==> src/rtl/ca_tpg_pkg.sv <==
package ca_tpg_pkg;

    // Neighbour selection and complement flag of a single cell.
    typedef struct packed {
        logic use_l;
        logic use_s;
        logic use_r;
        logic invert;
    } cell_rule_t;

    // Register action for one clock edge, listed from lowest to highest priority.
    typedef enum logic [1:0] {
        UPD_HOLD,
        UPD_STEP,
        UPD_LOAD,
        UPD_RESET
    } upd_e;

    function automatic logic cell_eval(cell_rule_t r, logic l, logic s, logic rt);
        return (r.use_l & l) ^ (r.use_s & s) ^ (r.use_r & rt) ^ r.invert;
    endfunction

    function automatic upd_e pick_update(logic rst, logic ld, logic adv);
        if (rst)      return UPD_RESET;
        else if (ld)  return UPD_LOAD;
        else if (adv) return UPD_STEP;
        else          return UPD_HOLD;
    endfunction

endpackage

==> src/rtl/ca_next_logic.sv <==
module ca_next_logic
    import ca_tpg_pkg::*;
#(
    parameter int          N     = 7,
    parameter logic [N-1:0] DEP_L = '0,
    parameter logic [N-1:0] DEP_S = '0,
    parameter logic [N-1:0] DEP_R = '0,
    parameter logic [N-1:0] INV   = '0
) (
    input  logic [N-1:0] cur_i,
    output logic [N-1:0] nxt_o
);
    localparam int PW = N + 2;

    // Null boundary: zero on both ends, so padded[i], padded[i+1] and
    // padded[i+2] are the left, self and right inputs of cell i.
    logic [PW-1:0] padded;
    assign padded = {1'b0, cur_i, 1'b0};

    for (genvar i = 0; i < N; i++) begin : g_cell
        localparam cell_rule_t RULE = '{
            use_l:  DEP_L[i],
            use_s:  DEP_S[i],
            use_r:  DEP_R[i],
            invert: INV[i]
        };
        assign nxt_o[i] = cell_eval(RULE, padded[i], padded[i+1], padded[i+2]);
    end
endmodule

==> src/rtl/ca_state_reg.sv <==
module ca_state_reg
    import ca_tpg_pkg::*;
#(
    parameter int           N    = 7,
    parameter logic [N-1:0] SEED = '0
) (
    input  logic         clk,
    input  upd_e         upd_i,
    input  logic [N-1:0] seed_i,
    input  logic [N-1:0] nxt_i,
    output logic [N-1:0] q_o
);
    always_ff @(posedge clk) begin
        case (upd_i)
            UPD_RESET: q_o <= SEED;
            UPD_LOAD:  q_o <= seed_i;
            UPD_STEP:  q_o <= nxt_i;
            default:   q_o <= q_o;
        endcase
    end
endmodule

==> src/rtl/ca_tpg.sv <==
module ca_tpg
    import ca_tpg_pkg::*;
#(
    parameter int           N     = 7,
    parameter logic [N-1:0] DEP_L = 7'b1101110,
    parameter logic [N-1:0] DEP_S = 7'b1101010,
    parameter logic [N-1:0] DEP_R = 7'b0110111,
    parameter logic [N-1:0] INV   = 7'b0000000,
    parameter logic [N-1:0] SEED  = 7'b0010001
) (
    input  logic         clk,
    input  logic         rst,
    input  logic         ld,
    input  logic [N-1:0] seed_i,
    input  logic         adv,
    output logic [N-1:0] pat_o
);
    upd_e         upd;
    logic [N-1:0] state;
    logic [N-1:0] nxt;

    assign upd = pick_update(rst, ld, adv);

    ca_next_logic #(
        .N(N), .DEP_L(DEP_L), .DEP_S(DEP_S), .DEP_R(DEP_R), .INV(INV)
    ) u_next (
        .cur_i (state),
        .nxt_o (nxt)
    );

    ca_state_reg #(.N(N), .SEED(SEED)) u_reg (
        .clk    (clk),
        .upd_i  (upd),
        .seed_i (seed_i),
        .nxt_i  (nxt),
        .q_o    (state)
    );

    assign pat_o = state;
endmodule

==> config.mk <==
export PLATFORM = sky130hd
export DESIGN_NAME = ca_tpg
export DESIGN_NICKNAME = d
export VERILOG_FILES = /design/src/rtl/ca_tpg_pkg.sv /design/src/rtl/ca_next_logic.sv /design/src/rtl/ca_state_reg.sv /design/src/rtl/ca_tpg.sv
export SDC_FILE = /design/constraint.sdc
export NUM_CORES = 1
export LEC_CHECK = 0
export ABC_AREA = 1
export ABC_CLOCK_PERIOD_IN_PS = 1270
export BUFFER_PORTS_ARGS = -buffer_cell sky130_fd_sc_hd__buf_2
export CORE_AREA = 2 2 39 41
export CTS_CLUSTER_DIAMETER = 60
export DETAILED_ROUTE_END_ITERATION = 8
export DIE_AREA = 0 0 41 43
export GPL_ROUTABILITY_DRIVEN = 0
export GPL_TIMING_DRIVEN = 0
export PLACE_DENSITY_LB_ADDON = 0.08
export SLEW_MARGIN = 20
export SYNTH_ARGS = -nofsm -noshare
export SYNTH_HDL_FRONTEND = slang
export SYNTH_SLANG_ARGS = --single-unit
==> constraint.sdc <==
create_clock -name clk -period 1.27 [get_ports clk]
set_input_delay 0.127 -clock clk [delete_from_list [all_inputs] [get_ports clk]]
set_output_delay 0.127 -clock clk [all_outputs]
set_load 0.1 [all_outputs]
# Yosys cells after proc, flatten, opt, wreduce, memory -nomap -nowiden
# Index checks and enable logic that the tools add are counted.
dict set report totals {
  out_inout_bits 7
  input_bits 11
  regBits 7
  word_cells 16
}
dict set report op_classes {
  n_reduce_logical 1
  mux 4
  bitwise_logic 7
  eq_ne 3
}
# op n
set ops {}
lappend ops {{$pmux W7 S3} 1}
lappend ops {{$xor A1 B1 Y1} 7}
lappend ops {{$eq A2 B2 Y1 const B} 2}
lappend ops {{$mux W2} 2}
lappend ops {{$reduce_bool A3 Y1} 1}
lappend ops {{$eq A2 B1 Y1 const B} 1}
lappend ops {{$mux W1} 1}

# Depth between registers and ports, before layout
dict set report depth {
  word_depth 5
  ltp_mapped 6
  ltp_nobuf 6
}

# Cells and area by module
# From an unflattened synthesis, not the netlist that was laid out.
dict set report unflattened {
  hier_cells 64
  area_unflattened_um2 483.0
}
# module cells_per_inst area_per_inst_um2 instances seq_area_each_um2
set modules_own_cells {}
lappend modules_own_cells {ca_state_reg 35 350.3 1 210.2}
lappend modules_own_cells {ca_next_logic 24 113.9 1 0.0}
lappend modules_own_cells {ca_tpg 5 18.8 1 0.0}

# Worst setup path after synthesis
# Ideal clock, no wire load.
dict set report synth_timing {
  path_kind {register to register}
  from {reg u_reg.q_o[5]}
  to {reg u_reg.q_o[5], data pin}
  path_buffers 0
  required_ns 1.010
  slack_ns -0.450
  synth_period_minus_slack_ns 1.720
  path_stages_with_launch 6
  arrival_time_ns 1.461
  setup_ns 0.260
  cell_sequence {edfxtp_1 -> inv_1 -> nand2_1 -> nand3_1 -> nand3_1 -> a21oi_1}
}
dict set report synth_between {
  elab_chain_len 3
}
# item line_no
set synth_lines {}
lappend synth_lines {{start, declared} ca_state_reg.sv:11} ;# output logic [N-1:0] q_o
lappend synth_lines {{start signal, assigned} ca_state_reg.sv:16} ;# UPD_LOAD: q_o <= seed_i;
lappend synth_lines {{start signal, assigned} ca_state_reg.sv:17} ;# UPD_STEP: q_o <= nxt_i;
lappend synth_lines {{start signal, assigned} ca_state_reg.sv:18} ;# default: q_o <= q_o;
lappend synth_lines {{$xor A1 B1 Y1 (2 in series)} ca_tpg_pkg.sv:20} ;# return (r.use_l & l) ^ (r.use_s & s) ^ (r.use_r & rt) ^ r.invert;
lappend synth_lines {{$pmux W7 S3} ca_state_reg.sv:14} ;# case (upd_i)
# Every way passes these cells.
# A chain may end at the register's enable or synchronous reset.

# Worst setup path in the final report
dict set report layout_timing {
  from {reg u_reg.q_o[4]}
  to {out pat_o[4]}
}
# item line_no
set layout_rtl {}
lappend layout_rtl {{end, declared} ca_tpg.sv:16} ;# output logic [N-1:0] pat_o
# No word-level cell between the ends.

==> reports/results.tsv <==
stage	metric	value	unit
status	status	finished clean	
logic_synthesis	post-synthesis compound-gate area fraction	6.42	%
clock_network	number of clock sinks	7	
clock_network	number of buffers created by CTS	3	
timing	Worst-Margin Slew	484	ps
logic_synthesis	Simple-Gate Fraction of Synth Area	31.0	%
worst_setup_path	reg2reg start	u_reg.q_o[1]$_DFFE_PP_	
worst_setup_path	worst setup path class	reg -> out	
drt	WL per Instance	10.1	µm
timing	RSZ-0062 raised after global routing	no	
logic_synthesis	Yosys warnings	0	
timing	Worst Slack Setup Final	43.1	ps
logic_synthesis	Synthesized Nets	77	
timing	Pins Over Slew Limit	0	
timing	Setup Skew	1.49	ps
floorplan	Initial Util	33.8	%
finish	Top reg by flops	u_reg.q_o	
logic_synthesis	Synth Area in Adders	8.02	%
logic_synthesis	Netlist cell types	7	
timing	crit share post-route	96.6	%
timing	Setup violations, final	0	
floorplan	Die Width	41	µm
floorplan	Die Area	1760	µm²
clock_network	Clock Latency Late Sink	260	ps
global_route	antenna violations before repair	0	
finish	Design Area, Final	607	µm²
worst_setup_path	largest delay contributor family on the critical path	buffers and inverters	
floorplan	core footprint	1380	µm²
hold_path	path category of the worst min-delay check	in -> reg	
drt	# DRC	0	
drt	Initial DRT Pass Iterations	4	
placed_design	PortBufs	17	
finish	top flop regs	u_reg.q_o (7)	
clock_network	H-tree Lvls	1	
job	max cap viols	0	
floorplan	Vert. Die Dim	43	µm
global_route	GRT Total Usage	13.2	%
power	Pleak	0.303	nW
worst_setup_path	max incr delay on CP	450	ps
finish	Layout area overhead	29.7	%
logic_synthesis	largest family of logic cells by synthesized area	simple AND/OR/NAND/NOR gates	
timing	Period minus WS final	1230	ps
finish	# diodes	0	
timing	Final Hold Vio Count	0	
worst_setup_path	Worst Setup End Kind	output port	
power	overall power	0.000819	W
worst_setup_path	WP data required	1140	ps
worst_setup_path	r2r setup slk	210	ps
hold_path	min-delay src	seed_i[0]	
global_route	largest net degree at the start of global routing	8	
logic_synthesis	Seq/Total Area, Yosys	44.9	%
global_route	vias in the first global route	384	
finish	share of layout cells above drive strength 1	26.2	%
clock_network	Clock Root Buffer	clkbuf_4	
floorplan	Placement Rows	14	
worst_setup_path	Crit Path Max Fanout	4	
logic_synthesis	syn avg cell area	7.43	µm²
drt	drt total wl	1010	µm
clock_network	TritonCTS clock tree	done	
timing	setup TNS	0	ps
finish	Net count, final	99	
floorplan	I/O pins	18	
drt	via count	441	
timing	WHS	158	ps
drt	ANT nets after route	0	
clock_network	maximum buffer depth of the clock tree	2	
finish	fillcell total	150	
clock_network	Clock transition at path regs	60	ps
clock_network	Hold-fix buffers, CTS	0	
power	Power per Cell Area	1350	nW/µm²
power	maximum VDD drop	0.000431	V
worst_setup_path	CP Data Arrival Time	1100	ps
worst_setup_path	slowest CP cell	buf_2	
timing	Max Fclk	815	MHz
global_route	GRT overflow	0	
logic_synthesis	mapped cell area	468	µm²
worst_setup_path	worst-path cell chain	buf_2	
clock_network	Post-CTS Setup Bufs	0	
worst_setup_path	startpoint types	flip-flop	
finish	FF+latch area	210	µm²
logic_synthesis	Synth Instances	63	
placed_design	setup slack after placement	-27.7	ps
finish	max reg flops	7	
worst_setup_path	WP buf/inv	1	
timing	Slew HR	67.9	%
logic_synthesis	post-synthesis mux area share	0	%
worst_setup_path	crit path from	u_reg.q_o[4]$_DFFE_PP_	
drt	Initial DRC Count	12	
drt	Vias/cell	4.41	
placed_design	Area after DPL	573	µm²
placed_design	DP HPWL	751	µm
global_route	first-pass GRT wire length	1560	µm
logic_synthesis	Seq cells post-synth	7	
logic_synthesis	xor/xnor cell area share of the yosys netlist	0	%
finish	multi-input logic area	213	µm²
==> area by class of cell <==
cell class,count,share of cell area (%)
multi-input combinational,44,35.1
sequential,7,34.6
timing repair buffer,17,15.3
inverter,12,7.42
clock buffer,4,4.33
tap,16,3.30
==> final timing paths <==
path                                  to  cells after the start
hold reg to reg   u_reg.q_o[4]$_DFFE_PP_                      2
hold / removal    u_reg.q_o[0]$_DFFE_PP_                      3
setup / recovery                pat_o[4]                      1
setup reg to reg  u_reg.q_o[1]$_DFFE_PP_                      5
==> cell usage in the layout (no fill, tap or decap) <==
cell	Yosys	routed
nand2_1	23	23
inv_2	0	2
inv_1	12	10
edfxtp_1	7	7
ha_1	3	3
nor2_1	1	1
buf_2	0	14
nand3_1	11	11
clkbuf_1	0	1
buf_4	0	2
clkbuf_4	0	4
a21oi_1	6	6
==> synth_stat cells, drive strengths merged <==
master	n	share of area, %
nand2	23	18
inv	12	9.6
nand3	11	12
edfxtp	7	45
a21oi	6	6.4
ha	3	8.0
nor2	1	0.80
==> report_power, final <==
| group | internal (W) | switching (W) | total (W) |
|---|---|---|---|
| clock | 0.000121 | 0.0000951 | 0.000216 |
| sequential | 0.000282 | 0.0000262 | 0.000308 |
| combinational | 0.0000648 | 0.000230 | 0.000295 |
| total | 0.000467 | 0.000352 | 0.000819 |
==> routing by layer <==
layer | global-route usage [%] | share of wire [%] | vias to the layer above
met3 | 3.14 | 6.1 | 4
met2 | 18.1 | 41 | 13
met5 | 0 | 0 | -
met4 | 8.00 | 1.8 | 0
li1 | - | - | 246
met1 | 18.1 | 51 | 178
==> through the flow <==
stage,instances,utilization [%]
4_1_cts,100,43.7
2_1_floorplan,63,-
6_report,100,43.9
3_5_place_dp,96,41.4
3_3_place_gp,96,41.4
5_1_grt,100,43.9
==> kinds of logic after synthesis <==
logic type / Yosys count
and+or+nand+nor: 35
buffers and inverters: 12
AOI/OAI and AO/OA: 6
DFF: 7
adders and majority gates: 3
==> repair_timing <==
item                                    in CTS  in global routing
endpoints found under the setup margin       2                  1
gates cloned                                 0                  0
pin swaps                                    0                  0
resized for setup                            2                  1
No activity file was read; power rests on OpenSTA's default activity.
